$ cat src/rtl/bo_pkg.sv
package bo_pkg;
  // source selected for the next correction code
  typedef enum logic [1:0] {
    UPD_HOLD   = 2'd0,
    UPD_STATIC = 2'd1,
    UPD_LOOP   = 2'd2
  } upd_sel_e;
endpackage

$ cat src/rtl/bo_err_accum.sv
module bo_err_accum #(
  parameter int SMP_W   = 12,
  parameter int LVL_W   = 8,
  parameter int MAX_LOG = 6,
  localparam int ERR_W  = SMP_W + 2,
  localparam int ACC_W  = ERR_W + MAX_LOG,
  localparam int CNT_W  = MAX_LOG + 1,
  localparam int KW     = $clog2(MAX_LOG + 1)
) (
  input  logic                    clk,
  input  logic                    rst_n,
  input  logic                    smp_valid,
  input  logic [SMP_W-1:0]        smp_data,
  input  logic                    clamp_pulse,
  input  logic [LVL_W-1:0]        clamp_lvl,
  input  logic                    win_end,
  output logic signed [ERR_W-1:0] avg_err,
  output logic                    has_smp
);
  localparam int MAX_N = 1 << MAX_LOG;

  logic signed [ACC_W-1:0] sum_q, sum_n, psum_q, psum_n, shr;
  logic [CNT_W-1:0]        cnt_q, cnt_n;
  logic [KW-1:0]           k_q, k_n;
  logic signed [ERR_W-1:0] err;
  logic                    take;

  // per-sample error: target minus sample
  assign err  = $signed({{(ERR_W-LVL_W){1'b0}}, clamp_lvl})
              - $signed({{(ERR_W-SMP_W){1'b0}}, smp_data});
  assign take = clamp_pulse && smp_valid && (cnt_q < CNT_W'(MAX_N));

  always_comb begin
    sum_n  = sum_q;
    cnt_n  = cnt_q;
    psum_n = psum_q;
    k_n    = k_q;
    if (win_end) begin
      sum_n  = '0;
      cnt_n  = '0;
      psum_n = '0;
      k_n    = '0;
    end else if (take) begin
      sum_n = sum_q + ACC_W'(err);
      cnt_n = cnt_q + CNT_W'(1);
      // snapshot the sum each time the count hits a power of two
      for (int i = 0; i <= MAX_LOG; i++) begin
        if (cnt_n == (CNT_W'(1) << i)) begin
          psum_n = sum_n;
          k_n    = KW'(i);
        end
      end
    end
  end

  always_ff @(posedge clk or negedge rst_n) begin
    if (!rst_n) begin
      sum_q  <= '0;
      cnt_q  <= '0;
      psum_q <= '0;
      k_q    <= '0;
    end else begin
      sum_q  <= sum_n;
      cnt_q  <= cnt_n;
      psum_q <= psum_n;
      k_q    <= k_n;
    end
  end

  assign shr     = psum_q >>> k_q;
  assign avg_err = shr[ERR_W-1:0];
  assign has_smp = (cnt_q != '0);
endmodule

$ cat src/rtl/bo_filter.sv
module bo_filter
  import bo_pkg::*;
#(
  parameter int LVL_W   = 8,
  parameter int ERR_W   = 14,
  parameter int DAC_W   = 10,
  parameter int GAIN_SH = 3,
  localparam int SUM_W  = ((ERR_W > DAC_W) ? ERR_W : DAC_W) + 2
) (
  input  logic                    clk,
  input  logic                    rst_n,
  input  logic                    loop_en,
  input  logic [LVL_W-1:0]        clamp_lvl,
  input  logic                    win_end,
  input  logic                    has_smp,
  input  logic signed [ERR_W-1:0] avg_err,
  output logic signed [DAC_W-1:0] code,
  output logic                    upd
);
  localparam int CODE_MAX = (1 << (DAC_W - 1)) - 1;
  localparam int CODE_MIN = -(1 << (DAC_W - 1));

  logic signed [DAC_W-1:0] code_q, code_n;
  logic                    upd_q, upd_n;
  logic signed [ERR_W-1:0] step;
  logic signed [SUM_W-1:0] wide;
  upd_sel_e                sel;

  assign step = avg_err >>> GAIN_SH;
  assign wide = SUM_W'(code_q) + SUM_W'(step);

  always_comb begin
    if (!loop_en)                sel = UPD_STATIC;
    else if (win_end && has_smp) sel = UPD_LOOP;
    else                         sel = UPD_HOLD;
  end

  always_comb begin
    code_n = code_q;
    upd_n  = 1'b0;
    unique case (sel)
      UPD_STATIC: code_n = $signed({{(DAC_W-LVL_W){1'b0}}, clamp_lvl});
      UPD_LOOP: begin
        upd_n = 1'b1;
        if (wide > SUM_W'(CODE_MAX))      code_n = DAC_W'(CODE_MAX);
        else if (wide < SUM_W'(CODE_MIN)) code_n = DAC_W'(CODE_MIN);
        else                              code_n = wide[DAC_W-1:0];
      end
      default: ;
    endcase
  end

  always_ff @(posedge clk or negedge rst_n) begin
    if (!rst_n) begin
      code_q <= '0;
      upd_q  <= 1'b0;
    end else begin
      code_q <= code_n;
      upd_q  <= upd_n;
    end
  end

  assign code = code_q;
  assign upd  = upd_q;
endmodule

$ cat src/rtl/bo_clamp_loop.sv
module bo_clamp_loop #(
  parameter int SMP_W   = 12,
  parameter int LVL_W   = 8,
  parameter int DAC_W   = 10,
  parameter int MAX_LOG = 6,
  parameter int GAIN_SH = 3,
  localparam int ERR_W  = SMP_W + 2
) (
  input  logic             clk,
  input  logic             rst_n,
  input  logic             smp_valid,
  input  logic [SMP_W-1:0] smp_data,
  input  logic             clamp_pulse,
  input  logic             loop_en,
  input  logic [LVL_W-1:0] clamp_lvl,
  output logic [DAC_W-1:0] dac_code,
  output logic             dac_upd
);
  logic                    pulse_d;
  logic                    win_end;
  logic                    has_smp;
  logic signed [ERR_W-1:0] avg_err;
  logic signed [DAC_W-1:0] code;

  always_ff @(posedge clk or negedge rst_n) begin
    if (!rst_n) pulse_d <= 1'b0;
    else        pulse_d <= clamp_pulse;
  end

  assign win_end = pulse_d && !clamp_pulse;

  bo_err_accum #(
    .SMP_W(SMP_W), .LVL_W(LVL_W), .MAX_LOG(MAX_LOG)
  ) u_accum (
    .clk(clk), .rst_n(rst_n), .smp_valid(smp_valid), .smp_data(smp_data),
    .clamp_pulse(clamp_pulse), .clamp_lvl(clamp_lvl), .win_end(win_end),
    .avg_err(avg_err), .has_smp(has_smp)
  );

  bo_filter #(
    .LVL_W(LVL_W), .ERR_W(ERR_W), .DAC_W(DAC_W), .GAIN_SH(GAIN_SH)
  ) u_filt (
    .clk(clk), .rst_n(rst_n), .loop_en(loop_en), .clamp_lvl(clamp_lvl),
    .win_end(win_end), .has_smp(has_smp), .avg_err(avg_err),
    .code(code), .upd(dac_upd)
  );

  assign dac_code = code;
endmodule

$ cat config.mk
export PLATFORM = sky130hd
export DESIGN_NAME = bo_clamp_loop
export DESIGN_NICKNAME = d
export VERILOG_FILES = /design/src/rtl/bo_pkg.sv /design/src/rtl/bo_err_accum.sv /design/src/rtl/bo_filter.sv /design/src/rtl/bo_clamp_loop.sv
export SDC_FILE = /design/constraint.sdc
export NUM_CORES = 1
export LEC_CHECK = 0
export BUFFER_PORTS_ARGS = -buffer_cell sky130_fd_sc_hd__buf_2
export CAP_MARGIN = 25
export CELL_PAD_IN_SITES_DETAIL_PLACEMENT = 0
export CELL_PAD_IN_SITES_GLOBAL_PLACEMENT = 1
export CORE_MARGIN = 5
export CORE_UTILIZATION = 45
export CTS_CLUSTER_SIZE = 40
export DETAILED_ROUTE_END_ITERATION = 8
export GPL_ROUTABILITY_DRIVEN = 0
export PLACE_DENSITY = 0.9
export SETUP_SLACK_MARGIN = 0.3
export SLEW_MARGIN = 20
export SYNTH_ARGS = -nofsm -noshare
export SYNTH_HDL_FRONTEND = slang
export SYNTH_SLANG_ARGS = --single-unit
$ cat constraint.sdc
create_clock -name clk -period 5.7 [get_ports clk]
set_clock_uncertainty 0.15 [all_clocks]
set_input_delay 1.14 -clock clk [delete_from_list [all_inputs] [get_ports clk]]
set_output_delay 1.14 -clock clk [all_outputs]
set_load 0.005 [all_outputs]
### Yosys cells after proc, flatten, opt, wreduce, memory -nomap -nowiden

Cells that the tools add are included.

| word-level totals | value |
|---|---|
| flip-flop bits (word level) | 62 |
| word-level logic and storage cells | 62 |
| input port bits | 25 |
| output and inout bits | 11 |

| operators by class | value |
|---|---|
| magnitude comparators | 3 |
| reductions and logical operators | 10 |
| equal/unequal tests | 9 |
| add/subtract/negate cells | 4 |
| mux-type cells | 28 |
| shift operators | 1 |

Operator list:

| kind | number |
|---|---|
| $mux W20 | 11 |
| $mux W3 | 9 |
| $add A20 B13 Y20 | 1 |
| $mux W10 | 2 |
| $pmux W10 S2 | 1 |
| $sshr A20 B3 Y14 | 1 |
| $gt A16 B10 Y1 const B | 1 |
| $lt A16 B10 Y1 const B | 1 |
| $mux W7 | 2 |
| $sub A8 B12 Y13 | 1 |
| $add A10 B11 Y12 | 1 |
| $reduce_bool A8 Y1 | 1 |
| $add A7 B1 Y7 const B | 1 |
| $eq A7 B1 Y1 const B | 1 |
| $eq A7 B2 Y1 const B | 1 |
| $eq A7 B3 Y1 const B | 1 |
| $eq A7 B4 Y1 const B | 1 |
| $eq A7 B5 Y1 const B | 1 |
| $eq A7 B6 Y1 const B | 1 |
| $eq A7 B7 Y1 const B | 1 |
| $lt A7 B7 Y1 const B | 1 |
| $reduce_bool A7 Y1 | 1 |
| $logic_and A1 B1 Y1 | 4 |
| $mux W2 | 2 |
| 6 further kinds | 7 |

### Longest topological paths before layout

| logic depth | value |
|---|---|
| word-level depth | 11 |
| gate-level depth with buffers | 19 |

### By module

A second synthesis with hierarchy kept.

| second synthesis, totals | value |
|---|---|
| cell total of the unflattened synthesis | 684 |
| area, all modules | 5736.8 um2 |

By module, submodules not included:

| module | instances | sequential area each (um2) | cells each | area an instance (um2) |
|---|---|---|---|---|
| bo_err_accum | 1 | 1251.2 | 566 | 4595.7 |
| bo_filter | 1 | 275.3 | 116 | 1102.3 |
| bo_clamp_loop | 1 | 25.0 | 2 | 38.8 |

### Worst setup path after synthesis

OpenSTA, ideal clock, no wires.

| timing | value |
|---|---|
| path kind | input -> register |
| start point | input clamp_lvl[0] |
| end point | register u_accum.psum_q[19] |
| setup slack | 1.157 ns |
| buffers on the path | 0 |
| cell stages on the path | 17 |
| data required time | 5.425 ns |
| arrival time | 4.268 ns |
| cell sequence | inv_1 -> ha_1 -> fa_1 -> nor2b_1 -> o31a_1 -> o31ai_1 -> a21oi_1 -> nand3b_1 -> ha_1 -> a21o_1 -> a21o_1 -> a21o_1 -> nor3_1 -> a2bb2oi_1 -> o21ai_1 -> xnor2_1 -> o21ai_1 |

| on the way | value |
|---|---|
| word-level cells in the longest chain between the ends | 11 |

Ends and longest elaborated chain:

| what | RTL line | source |
|---|---|---|
| start: declaration | bo_clamp_loop.sv:15 | `input logic [LVL_W-1:0] clamp_lvl,` |
| $sub A8 B12 Y13 * | bo_err_accum.sv:30 | `- $signed({{(ERR_W-SMP_W){1'b0}}, smp_data});` |
| $add A20 B13 Y20 * | bo_err_accum.sv:44 | `sum_n = sum_q + ACC_W'(err);` |
| $mux W20 (6 in series) | bo_err_accum.sv:48 | `if (cnt_n == (CNT_W'(1) << i)) begin` |
| $mux W20 * | bo_err_accum.sv:48 |  |
| $mux W20 * | bo_err_accum.sv:43 | `end else if (take) begin` |
| $mux W20 * | bo_err_accum.sv:38 | `if (win_end) begin` |
| end signal: assignment | bo_err_accum.sv:65 | `psum_q <= psum_n;` |
| end: declaration | bo_err_accum.sv:22 | `logic signed [ACC_W-1:0] sum_q, sum_n, psum_q, psum_n, shr;` |

Every way passes the cells marked *; elsewhere a longest branch is shown, timed or not. The select of a mux whose other input is x is not followed.
A chain may end at the register's enable or synchronous reset.

### Final worst setup path

Same ends and word-level chain as after synthesis.

==> impl_summary.log <==
INFO  metric run_status = finished, final reports clean
INFO  metric crit_top_cell = sky130_fd_sc_hd__a21o_1
INFO  metric slew_headroom = 42.9%
INFO  metric swShare = 44.4%
INFO  metric critPathMaxStageDelay = between 0.4 and 0.5 ns
INFO  metric layout-drive-gt1-share = between 10% and 20%
INFO  metric synth-seq-area-share = 29.9%
INFO  metric syn_nets = 656
INFO  metric postSynthCellCount = 585
INFO  metric timing.final.max_slew_violations = 0
INFO  metric postSynthAreaPerCell = between 8 and 9 um2
INFO  metric clkSinkCount = between 50 and 60
INFO  metric syn2layout_area_growth = 9.88%
INFO  metric post_cts_hold_buffer_count = 0
INFO  metric power.clock.fraction = ~14%
INFO  metric critical_path_class = input pin to flop
INFO  metric die-area = ~0.013 mm2
INFO  metric antenna_violations_before_repair = 0
INFO  metric clk_root_buffer_cell = sky130_fd_sc_hd__clkbuf_8
INFO  metric die-height = around 110 um
INFO  metric detail_route.wirelength = ~11 mm
INFO  metric synth.yosys.warnings = 0
INFO  metric post_cts.repair.setup_buffers = 0
INFO  metric floorplan.core_area = about 0.011 mm2
INFO  metric comb_power_share = 60.0%
INFO  metric numCtsBuffers = 9
INFO  metric leak_pwr = between 2 and 3 nW
INFO  metric critical_path.slowest_cell = sky130_fd_sc_hd__ha_1
INFO  metric asyncSetResetFlopFracSynth = between 90% and 100%
INFO  metric cts_max_path_buffers = 2
INFO  metric cp_cell_sequence = buf_2 -> inv_1 -> ha_1 -> fa_1 -> nor2b_1 -> o31a_1 -> o31ai_1 -> a21oi_1 -> nand3b_1 -> ha_1 -> a21o_1 -> a21o_1 -> a21o_1 -> nor3_1 -> a2bb2oi_1 -> o21ai_1 -> xnor2_1 -> o21ai_1
INFO  metric cts_tree = yes
INFO  metric net-switching-power = between 1 and 1.5 mW
INFO  metric ys_seq_elements = 59
INFO  metric globalRouteTotalUtil = approximately 18%
INFO  metric antenna_left = 0
INFO  metric syn_area = just under 0.005 mm2
INFO  metric cp-start-kind = input pin
INFO  metric totalNegativeSetupSlack = 0 ns
INFO  metric boundaryPins = 36
INFO  metric nNetsFinal = roughly 690
INFO  metric arrival = between 4 and 5 ns
INFO  metric setup_viol = 0
INFO  metric sequentialPowerShare = 25.5%
INFO  metric most_used_cells_in_the_layout_excluding_fill_and_tap_cells = 67 x sky130_fd_sc_hd__nand2_1, 59 x sky130_fd_sc_hd__dfrtp_1, 54 x sky130_fd_sc_hd__nor2_1
INFO  metric drc_markers = 0
INFO  metric cap_violations = 0
INFO  metric dr.pass1.iters = 5
INFO  metric route.detailed.vias_per_inst = 5.59
INFO  metric clk_pin_slew = 0.07 ns
INFO  metric wire_per_inst = 14.9 um
INFO  metric synth_flop_cell = sky130_fd_sc_hd__dfrtp_1
INFO  metric maxClockFrequency = between 0.2 and 0.25 GHz
INFO  metric worstHoldStart = u_accum.psum_q[3]$_DFFE_PN0P_
INFO  metric vias = 4,235
INFO  metric io_buffers = 35
INFO  metric die_w = around 110 um
INFO  metric grt.overflow.total = 0
INFO  metric hpwl = approximately 8.6 mm
INFO  metric vias_in_the_first_global_route = about 4,100
INFO  metric layout_commonest_cell = sky130_fd_sc_hd__nand2_1
INFO  metric clock_insertion_delay_worst_skew = 0.33 ns
INFO  metric grt_max_degree = 60
INFO  metric antennaDiodeCount = 0
INFO  metric effective_utilization_at_floorplan = a little under half
INFO  metric post_synth_num_cell_types = 60
INFO  metric vdd_drop_max = between 0.0002 and 0.00025 V
INFO  metric placement_rows = 38
INFO  metric number_of_synthesized_flops_with_an_enable_pin = 0
INFO  metric p_int = about 1.4 mW
INFO  metric htree_levels = 3
INFO  metric cp.required = between 5 and 6 ns
INFO  metric end_kind = flop
INFO  metric hold_path_class = flop to flop
INFO  metric rr_startpoint = u_accum.k_q[1]$_DFFE_PN0P_
INFO  metric cellPowerDensity = around 480 mW/mm2
INFO  metric layout_worst_path_cycle_share = 83.5%
INFO  metric hold-worst-slack = between 0.3 and 0.4 ns
INFO  metric drt_iter0_drc = between 300 and 400
INFO  metric worst_slew_pin_slew = about 0.86 ns
INFO  metric worst-path-max-fanout = 8
INFO  metric crit_start = clamp_lvl[0]
INFO  metric post-route-min-period = 4.76 ns
INFO  metric finalHoldViolCount = 0
INFO  metric grt_setup_unrepaired = no
INFO  metric global_route_wire_length_before_repair = 19.4 mm
INFO  metric resized_cells_post_cts = 0
cells by family (layout without fill, tap and decap cells):
logic type	after synthesis	after routing	share of synthesized area [%]
compound gates	176	176	23.9
xor+xnor	38	38	6.89
flops	59	59	29.9
fa+ha+maj	46	46	12.1
simple gates	189	189	17.5
buf+inv	52	85	4.18
mux	25	25	5.52
final timing paths:
check / depth (start not counted) / endpoint / slack, ns
setup / recovery: 18 / u_accum.psum_q[19]$_DFFE_PN0P_ / 0.94
hold / removal: 2 / u_accum.psum_q[3]$_DFFE_PN0P_ / 0.35
setup reg to reg: 14 / u_filt.code[3]$_DFFE_PN0P_ / 1.60
hold reg to reg: 2 / u_accum.psum_q[3]$_DFFE_PN0P_ / 0.35
max in group asynchronous: 2 / u_filt.code[9]$_DFFE_PN0P_ / 4.08
min in group asynchronous: 2 / pulse_d$_DFF_PN0_ / 0.81
registers in the layout, summed over array words and instances, names as in the netlist:
name / cells
pulse_d: 1
u_accum.cnt_q: 7
u_accum.k_q: 3
u_accum.psum_q: 17
u_accum.sum_q: 20
u_filt.code: 10
u_filt.upd: 1
stage by stage:
stage               cell area, um2  worst slack, ns  cells  total power, mW  util (%)
floorplan                     4940             1.16    585             1.88         -
global placement              5230            0.717    743             2.18      48.4
detailed placement            5230            0.595    743             2.22      48.4
CTS                           5430            0.959    758             2.61      50.3
global route                  5430            0.654    758             2.84      50.3
finish                        5430            0.941    758             2.60      50.3
cells in the mapped netlist, drive strengths merged (2+ instances only):
master	instances	area [um2]
and2	9	56.3
nand3	22	110
xor2	17	156
a31oi	2	12.5
fa	3	60.1
or2	3	21.3
mux2i	16	160
nor2	54	203
and3	3	18.8
a21o	12	90.1
o2111ai	3	26.3
dfrtp	59	1480
nand4	2	12.5
nor2b	8	57.6
buf	7	37.5
a211oi	6	45.0
o22ai	14	87.6
o21a	13	97.6
a21boi	3	22.5
mux2	8	90.1
a21oi	26	130
nand2	67	251
o21ai	57	289
clkbuf	14	52.6
nand2b	8	50.1
ha	43	538
o211ai	7	52.6
o31a	4	35.0
xnor2	21	184
a31o	6	52.6
nor4	3	18.8
o31ai	14	155
nor3	5	25.0
inv	30	113
power by group through the flow:
| stage | Clock, mW | Sequential, mW | Combinational (mW) |
|---|---|---|---|
| finish | 0.376 | 0.662 | 1.56 |
| global route | 0.405 | 0.682 | 1.76 |
| CTS | 0.389 | 0.662 | 1.56 |
| detailed placement | 0 | 0.669 | 1.55 |
| global placement | 0 | 0.665 | 1.51 |
| floorplan | 0 | 0.629 | 1.25 |
area by class of cell:
type	instances	area, um2
fillers	1022	5370
multi-input cells	474	3260
flip-flops and latches	59	1480
repair buffers	39	205
clock buffers	14	193
well taps	140	175
inverters	31	116
clock inverters	1	5.00
routing by layer:
metal / wire [um] / up-vias / part of all wire (%) / global-route usage [%]
li1: - / 2152 / - / -
met1: 5560 / 2007 / 49 / 25.8
met2: 5220 / 66 / 46 / 28.1
met3: 386 / 10 / 3.4 / 3.32
met4: 133 / 0 / 1.2 / 4.54
met5: 0 / - / 0 / 0
worst max-delay path, delay by kind of cell:
family / cells / cell delay, ns
AND/OR/NAND/NOR: 3 / 0.69
adder cells (fa/ha/maj): 3 / 1.08
XOR/XNOR: 1 / 0.21
buffers and inverters: 2 / 0.13
AO/OA/AOI/OAI: 9 / 1.58
No activity file was read; power rests on OpenSTA's default activity.
